**src/rtl/lsw_pkg.sv**
```systemverilog
package lsw_pkg;
  typedef enum logic [1:0] {
    PWR_SLEEP = 2'd0,
    PWR_WAKE  = 2'd1,
    PWR_RUN   = 2'd2
  } pwr_state_e;

  function automatic logic is_sleep(input logic rst, input logic en,
                                    input logic vdd_lost, input logic uv);
    return rst | ~en | vdd_lost | uv;
  endfunction
endpackage

```
**src/rtl/lsw_por_timer.sv**
```systemverilog
module lsw_por_timer #(
  parameter int READY_CYCLES = 100,
  localparam int CNT_W = (READY_CYCLES < 2) ? 1 : $clog2(READY_CYCLES)
) (
  input  logic clk,
  input  logic sleep_i,
  output logic ready_o
);
  import lsw_pkg::*;

  pwr_state_e       state_q;
  logic [CNT_W-1:0] cnt_q;

  always_ff @(posedge clk) begin
    if (sleep_i) begin
      state_q <= PWR_SLEEP;
      cnt_q   <= '0;
    end else begin
      case (state_q)
        PWR_SLEEP, PWR_WAKE: begin
          if (cnt_q == CNT_W'(READY_CYCLES - 1)) begin
            state_q <= PWR_RUN;
          end else begin
            state_q <= PWR_WAKE;
            cnt_q   <= cnt_q + 1'b1;
          end
        end
        default: state_q <= PWR_RUN;
      endcase
    end
  end

  assign ready_o = (state_q == PWR_RUN);
endmodule

```
**src/rtl/lsw_cmd_reg.sv**
```systemverilog
module lsw_cmd_reg #(
  parameter int N_OUT = 8
) (
  input  logic               clk,
  input  logic               sleep_i,
  input  logic               ready_i,
  input  logic               load_i,
  input  logic [2*N_OUT-1:0] word_i,
  output logic [N_OUT-1:0]   on_o,
  output logic [N_OUT-1:0]   olc_o
);
  logic [2*N_OUT-1:0] word_q;

  always_ff @(posedge clk) begin
    if (sleep_i)
      word_q <= '0;
    else if (load_i && ready_i)
      word_q <= word_i;
  end

  assign on_o  = word_q[N_OUT-1:0];
  assign olc_o = word_q[2*N_OUT-1:N_OUT];
endmodule

```
**src/rtl/lsw_gate_logic.sv**
```systemverilog
module lsw_gate_logic #(
  parameter int N_OUT    = 8,
  parameter int N_PWM    = 2,
  parameter int PWM_BASE = 4
) (
  input  logic             clk,
  input  logic             sleep_i,
  input  logic             ready_i,
  input  logic             ov_i,
  input  logic [N_OUT-1:0] ot_i,
  input  logic [N_OUT-1:0] on_i,
  input  logic [N_OUT-1:0] olc_i,
  input  logic [N_PWM-1:0] pwm_i,
  output logic [N_OUT-1:0] gate_o,
  output logic [N_OUT-1:0] olc_en_o
);
  logic [N_OUT-1:0] demand;

  for (genvar i = 0; i < N_OUT; i++) begin : g_ch
    if (i >= PWM_BASE && i < PWM_BASE + N_PWM) begin : g_pwm
      assign demand[i] = on_i[i] | pwm_i[i - PWM_BASE];
    end else begin : g_cmd
      assign demand[i] = on_i[i];
    end

    always_ff @(posedge clk) begin
      if (sleep_i || !ready_i) begin
        gate_o[i]   <= 1'b0;
        olc_en_o[i] <= 1'b0;
      end else begin
        gate_o[i]   <= !ov_i && !ot_i[i] && demand[i];
        olc_en_o[i] <= olc_i[i];
      end
    end
  end
endmodule

```
**src/rtl/lsw_out_ctrl.sv**
```systemverilog
module lsw_out_ctrl #(
  parameter int N_OUT       = 8,
  parameter int N_PWM       = 2,
  parameter int PWM_BASE    = 4,
  parameter int CLK_FREQ_HZ = 125_000_000,
  parameter int READY_US    = 100,
  localparam int RAW_CYC      = (CLK_FREQ_HZ / 1_000_000) * READY_US,
  localparam int READY_CYCLES = (RAW_CYC < 1) ? 1 : RAW_CYC
) (
  input  logic               clk,
  input  logic               rst,
  input  logic               enable_in,
  input  logic               vdd_lost,
  input  logic               uv_flag,
  input  logic               ov_flag,
  input  logic [N_OUT-1:0]   ot_flag,
  input  logic [N_PWM-1:0]   pwm_direct,
  input  logic               cmd_load,
  input  logic [2*N_OUT-1:0] cmd_word,
  output logic               ready,
  output logic [N_OUT-1:0]   gate_en,
  output logic [N_OUT-1:0]   olc_en
);
  import lsw_pkg::*;

  logic             sleep;
  logic [N_OUT-1:0] cmd_on;
  logic [N_OUT-1:0] cmd_olc;

  assign sleep = is_sleep(rst, enable_in, vdd_lost, uv_flag);

  lsw_por_timer #(.READY_CYCLES(READY_CYCLES)) u_timer (
    .clk     (clk),
    .sleep_i (sleep),
    .ready_o (ready)
  );

  lsw_cmd_reg #(.N_OUT(N_OUT)) u_cmd (
    .clk     (clk),
    .sleep_i (sleep),
    .ready_i (ready),
    .load_i  (cmd_load),
    .word_i  (cmd_word),
    .on_o    (cmd_on),
    .olc_o   (cmd_olc)
  );

  lsw_gate_logic #(.N_OUT(N_OUT), .N_PWM(N_PWM), .PWM_BASE(PWM_BASE)) u_gate (
    .clk      (clk),
    .sleep_i  (sleep),
    .ready_i  (ready),
    .ov_i     (ov_flag),
    .ot_i     (ot_flag),
    .on_i     (cmd_on),
    .olc_i    (cmd_olc),
    .pwm_i    (pwm_direct),
    .gate_o   (gate_en),
    .olc_en_o (olc_en)
  );
endmodule

```
**config.mk**
```make
export PLATFORM = sky130hd
export DESIGN_NAME = lsw_out_ctrl
export DESIGN_NICKNAME = d
export VERILOG_FILES = /design/src/rtl/lsw_pkg.sv /design/src/rtl/lsw_por_timer.sv /design/src/rtl/lsw_cmd_reg.sv /design/src/rtl/lsw_gate_logic.sv /design/src/rtl/lsw_out_ctrl.sv
export SDC_FILE = /design/constraint.sdc
export NUM_CORES = 1
export LEC_CHECK = 0
export ABC_AREA = 1
export BUFFER_PORTS_ARGS = -buffer_cell sky130_fd_sc_hd__buf_4
export CAP_MARGIN = 20
export CORE_ASPECT_RATIO = 1.5
export CORE_UTILIZATION = 31
export CTS_CLUSTER_DIAMETER = 50
export DETAILED_ROUTE_END_ITERATION = 12
export GPL_TIMING_DRIVEN = 0
export SLEW_MARGIN = 40
export SYNTH_ARGS = -nofsm -noshare
export SYNTH_HDL_FRONTEND = slang
export SYNTH_HIERARCHICAL = 1
export SYNTH_SLANG_ARGS = --single-unit
```
**constraint.sdc**
```tcl
create_clock -name clk -period 4.5 [get_ports clk]
set_clock_uncertainty 0.1 [all_clocks]
set_input_delay 0.9 -clock clk [delete_from_list [all_inputs] [get_ports clk]]
set_output_delay 0.9 -clock clk [all_outputs]
set_load 0.02 [all_outputs]
```
==> results_dict.tcl <==
set metrics [dict create \
    grt_setup_unrepaired "false" \
    crit_buf_inv 3 \
    synthToLayoutAreaGrowth_pct 24.39 \
    core_area_mm2 0.006852 \
    cts_resized 0 \
    synthMuxAreaShare 0 \
    start_kind "flop" \
    cts_tree "yes" \
    status "complete, no violations" \
    arrival_ps 1460 \
    dp_hpwl_mm 3.491 \
    synth-seq-cells 48 \
    clkSinkCount 48 \
    via_per_inst 4.255 \
    finalPower_mw 0.7007 \
    first_pass_iters 4 \
    cts.clk_slew.worst_paths_ps 90 \
    postCtsSetupBuffers 0 \
    grt_usage 0.1314 \
    cts_made_buffers 5 \
    die_y_um 105.1 \
    cpMaxStageDelayCell "dfxtp_1" \
    min_period_ps 2457 \
    die_w_um 70.72 \
    yosys.area_share.adder 0.005698 \
    worstPathMaxFanout 10 \
    drc 0 \
    stdcell_area_mm2 0.002731 \
    grt_max_degree 14 \
    antenna_found_initial 0 \
    syn-cell-area_mm2 0.002196 \
    detail_route.wl_per_cell_um 10.12 \
    max_cap_violations 0 \
    worstSetupPathType "reg -> out" \
    grt_pass1_wl_mm 7.803 \
    insertion_delay_ps 300 \
    start_util 0.3205 \
    cts_max_level 2 \
    ff2ff_setup_slack_ps 2800 \
    fillers 753 \
    synth_top_cell_area_share 0.4376 \
    rows 37 \
    synth-xor-area-share 0.02393 \
    clock.fmax_mhz 407.0 \
    worst-endpoint-required_ps 3500 \
    path_delay_family "buffers and inverters" \
    synthSimpleGateAreaFrac 0.3909 \
    syn_avg_cell_area_um2 6.905 \
    maxSlewViolCount 0 \
    final_cells 451 \
    overflow 0 \
    leakage_nw 1.264 \
    dieArea_mm2 0.007431 \
    pre_cts_slack_ps 2264 \
    hold_buffers 0 \
    hold_viol 0 \
    grt_pass1_vias 1830 \
    power.density_mw_per_mm2 256.5 \
    synth_top_area_cell "dfxtp_1" \
    wl_mm 4.563 \
    synth_nets 352 \
    ir_drop_mv 0.1790 \
    port_buffers 48 \
    layout-drive-gt1-share 0.2413 \
    worst_slew_pin_slew_ps 510.0 \
    dpl_cell_area_mm2 0.002654 \
    synthDistinctLibCells 23 \
    setup_viol 0 \
    tns_ps 0 \
    worstSetupEndpointType "output pin" \
    crit_chain "inv_1, buf_2, nor2_1, buf_4" \
    synth_top_family_by_area "simple AND/OR/NAND/NOR gates" \
    dr.first_iter.drc_count 108 \
    synth_area_leaders "dfxtp_1 44%, nand2_1 15%, nor2_1 11%, inv_1 8.4%, nor2_2 3.4%" \
    place_congestion 0.7851 \
    slowest_delay_ps 350 \
    period_share 0.5460 \
    final_nets 407 \
    synth_cells 318 \
    setup_slack_ps 2043 \
    antenna_cells 0 \
    root_buffer "clkbuf_8" \
    synth-compound-area-share 0.01595 \
    yosys_warnings 6 \
    clockBufferDepth 2 \
    hp-class "reg -> reg" \
    slew_headroom 0.6600 \
    pin_count 50 \
    vias 1919 \
    seq_area_frac_synth 0.4376 \
    ant_nets 0 \
    placedCellCount 444 \
]
-- per-layer routing --
metal | up-vias | global-route usage | routed length [um]
met5 | - | 0 | 0
met4 | 0 | 0.04857 | 64
met3 | 7 | 0.03664 | 243
met2 | 43 | 0.2459 | 2388
met1 | 829 | 0.1357 | 1866
li1 | 1040 | - | -
-- worst paths after layout --
path         cells past startpoint                  to                from
min                              2  u_gate/olc_en_o[1]     u_cmd/word_q[9]
min reg2reg                      2  u_gate/olc_en_o[1]     u_cmd/word_q[9]
max reg2reg                      7    u_cmd/word_q[11]  u_timer/state_q[1]
max                              4               ready  u_timer/state_q[1]
-- worst register-to-register path, cell delays in order, from the launching register on --
cell and delay, ps:
dfxtp_1 350, inv_1 110, buf_2 210, nor2_1 280
nand2_2 160, buf_4 210, nor2_1 120, nor2_1 60
-- state kept, by name, indices dropped and copies added, names as in the netlist --
signal / cells
u_gate/olc_en_o: 8
u_timer/state_q: 2
u_cmd/word_q: 16
u_timer/cnt_q: 14
u_gate/gate_o: 8
-- where the power goes --
| group | switching (mW) | leakage (nW) | internal, mW | total (mW) |
|---|---|---|---|---|
| Combinational | 0.00994 | 0.836 | 0.0201 | 0.0300 |
| Sequential | 0.000349 | 0.387 | 0.425 | 0.425 |
| Clock | 0.139 | 0.0410 | 0.106 | 0.245 |
-- cells in the mapped netlist --
cell and number:
inv_2 2, nand3b_1 1, and2_4 1, xnor2_1 2
ha_1 1, a21oi_1 7, nand3_1 10, nor2_1 66
nor2_4 2, nand2_1 87, dfxtp_1 48, buf_4 2
xor2_1 4, nand3_2 3, nand4_1 6, nand2_4 1
buf_2 2, buf_6 5, nand2_2 5, nor2_2 12
nor3_2 1, buf_1 1, inv_1 49
-- layout make-up --
class / instances / area, um2 / area share
repair buffers: 48 / 360.3 / 0.1319
well taps: 78 / 97.59 / 0.03573
inverters: 51 / 191.4 / 0.07009
flip-flops and latches: 48 / 960.9 / 0.3518
clock inverters: 1 / 5.005 / 0.001832
plain buffers: 10 / 85.08 / 0.03115
clock buffers: 6 / 72.57 / 0.02657
multi-input cells: 209 / 958.4 / 0.3509
-- layout by cell type, fill, tap and decap left out --
cell	n
nand2_1	87
nor2_1	66
buf_4	50
inv_1	49
dfxtp_1	48
nor2_2	12
nand3_1	10
a21oi_1	7
nand4_1	6
clkbuf_8	5
nand2_2	5
buf_6	5
xor2_1	4
nand3_2	3
inv_2	2
buf_2	2
xnor2_1	2
nor2_4	2
clkbuf_1	1
clkinv_2	1
nand3b_1	1
nor3_2	1
nand2_4	1
buf_1	1
and2_4	1
ha_1	1
-- cell families after synthesis --
family / after synthesis
DFF: 48
xor gates and xnor gates: 6
AOI/OAI and AO/OA: 7
adders and majority gates: 1
and+or+nand+nor: 195
buffers and inverters: 61
-- per-stage QoR --
step           hold WS [ps]  utilization
2_1_floorplan         308.3            -
3_3_place_gp          312.2       0.3873
3_5_place_dp          319.4       0.3873
4_1_cts               328.9       0.3986
5_1_grt               346.9       0.3986
6_report              326.0       0.3986
(Power assumes the default switching activity.)
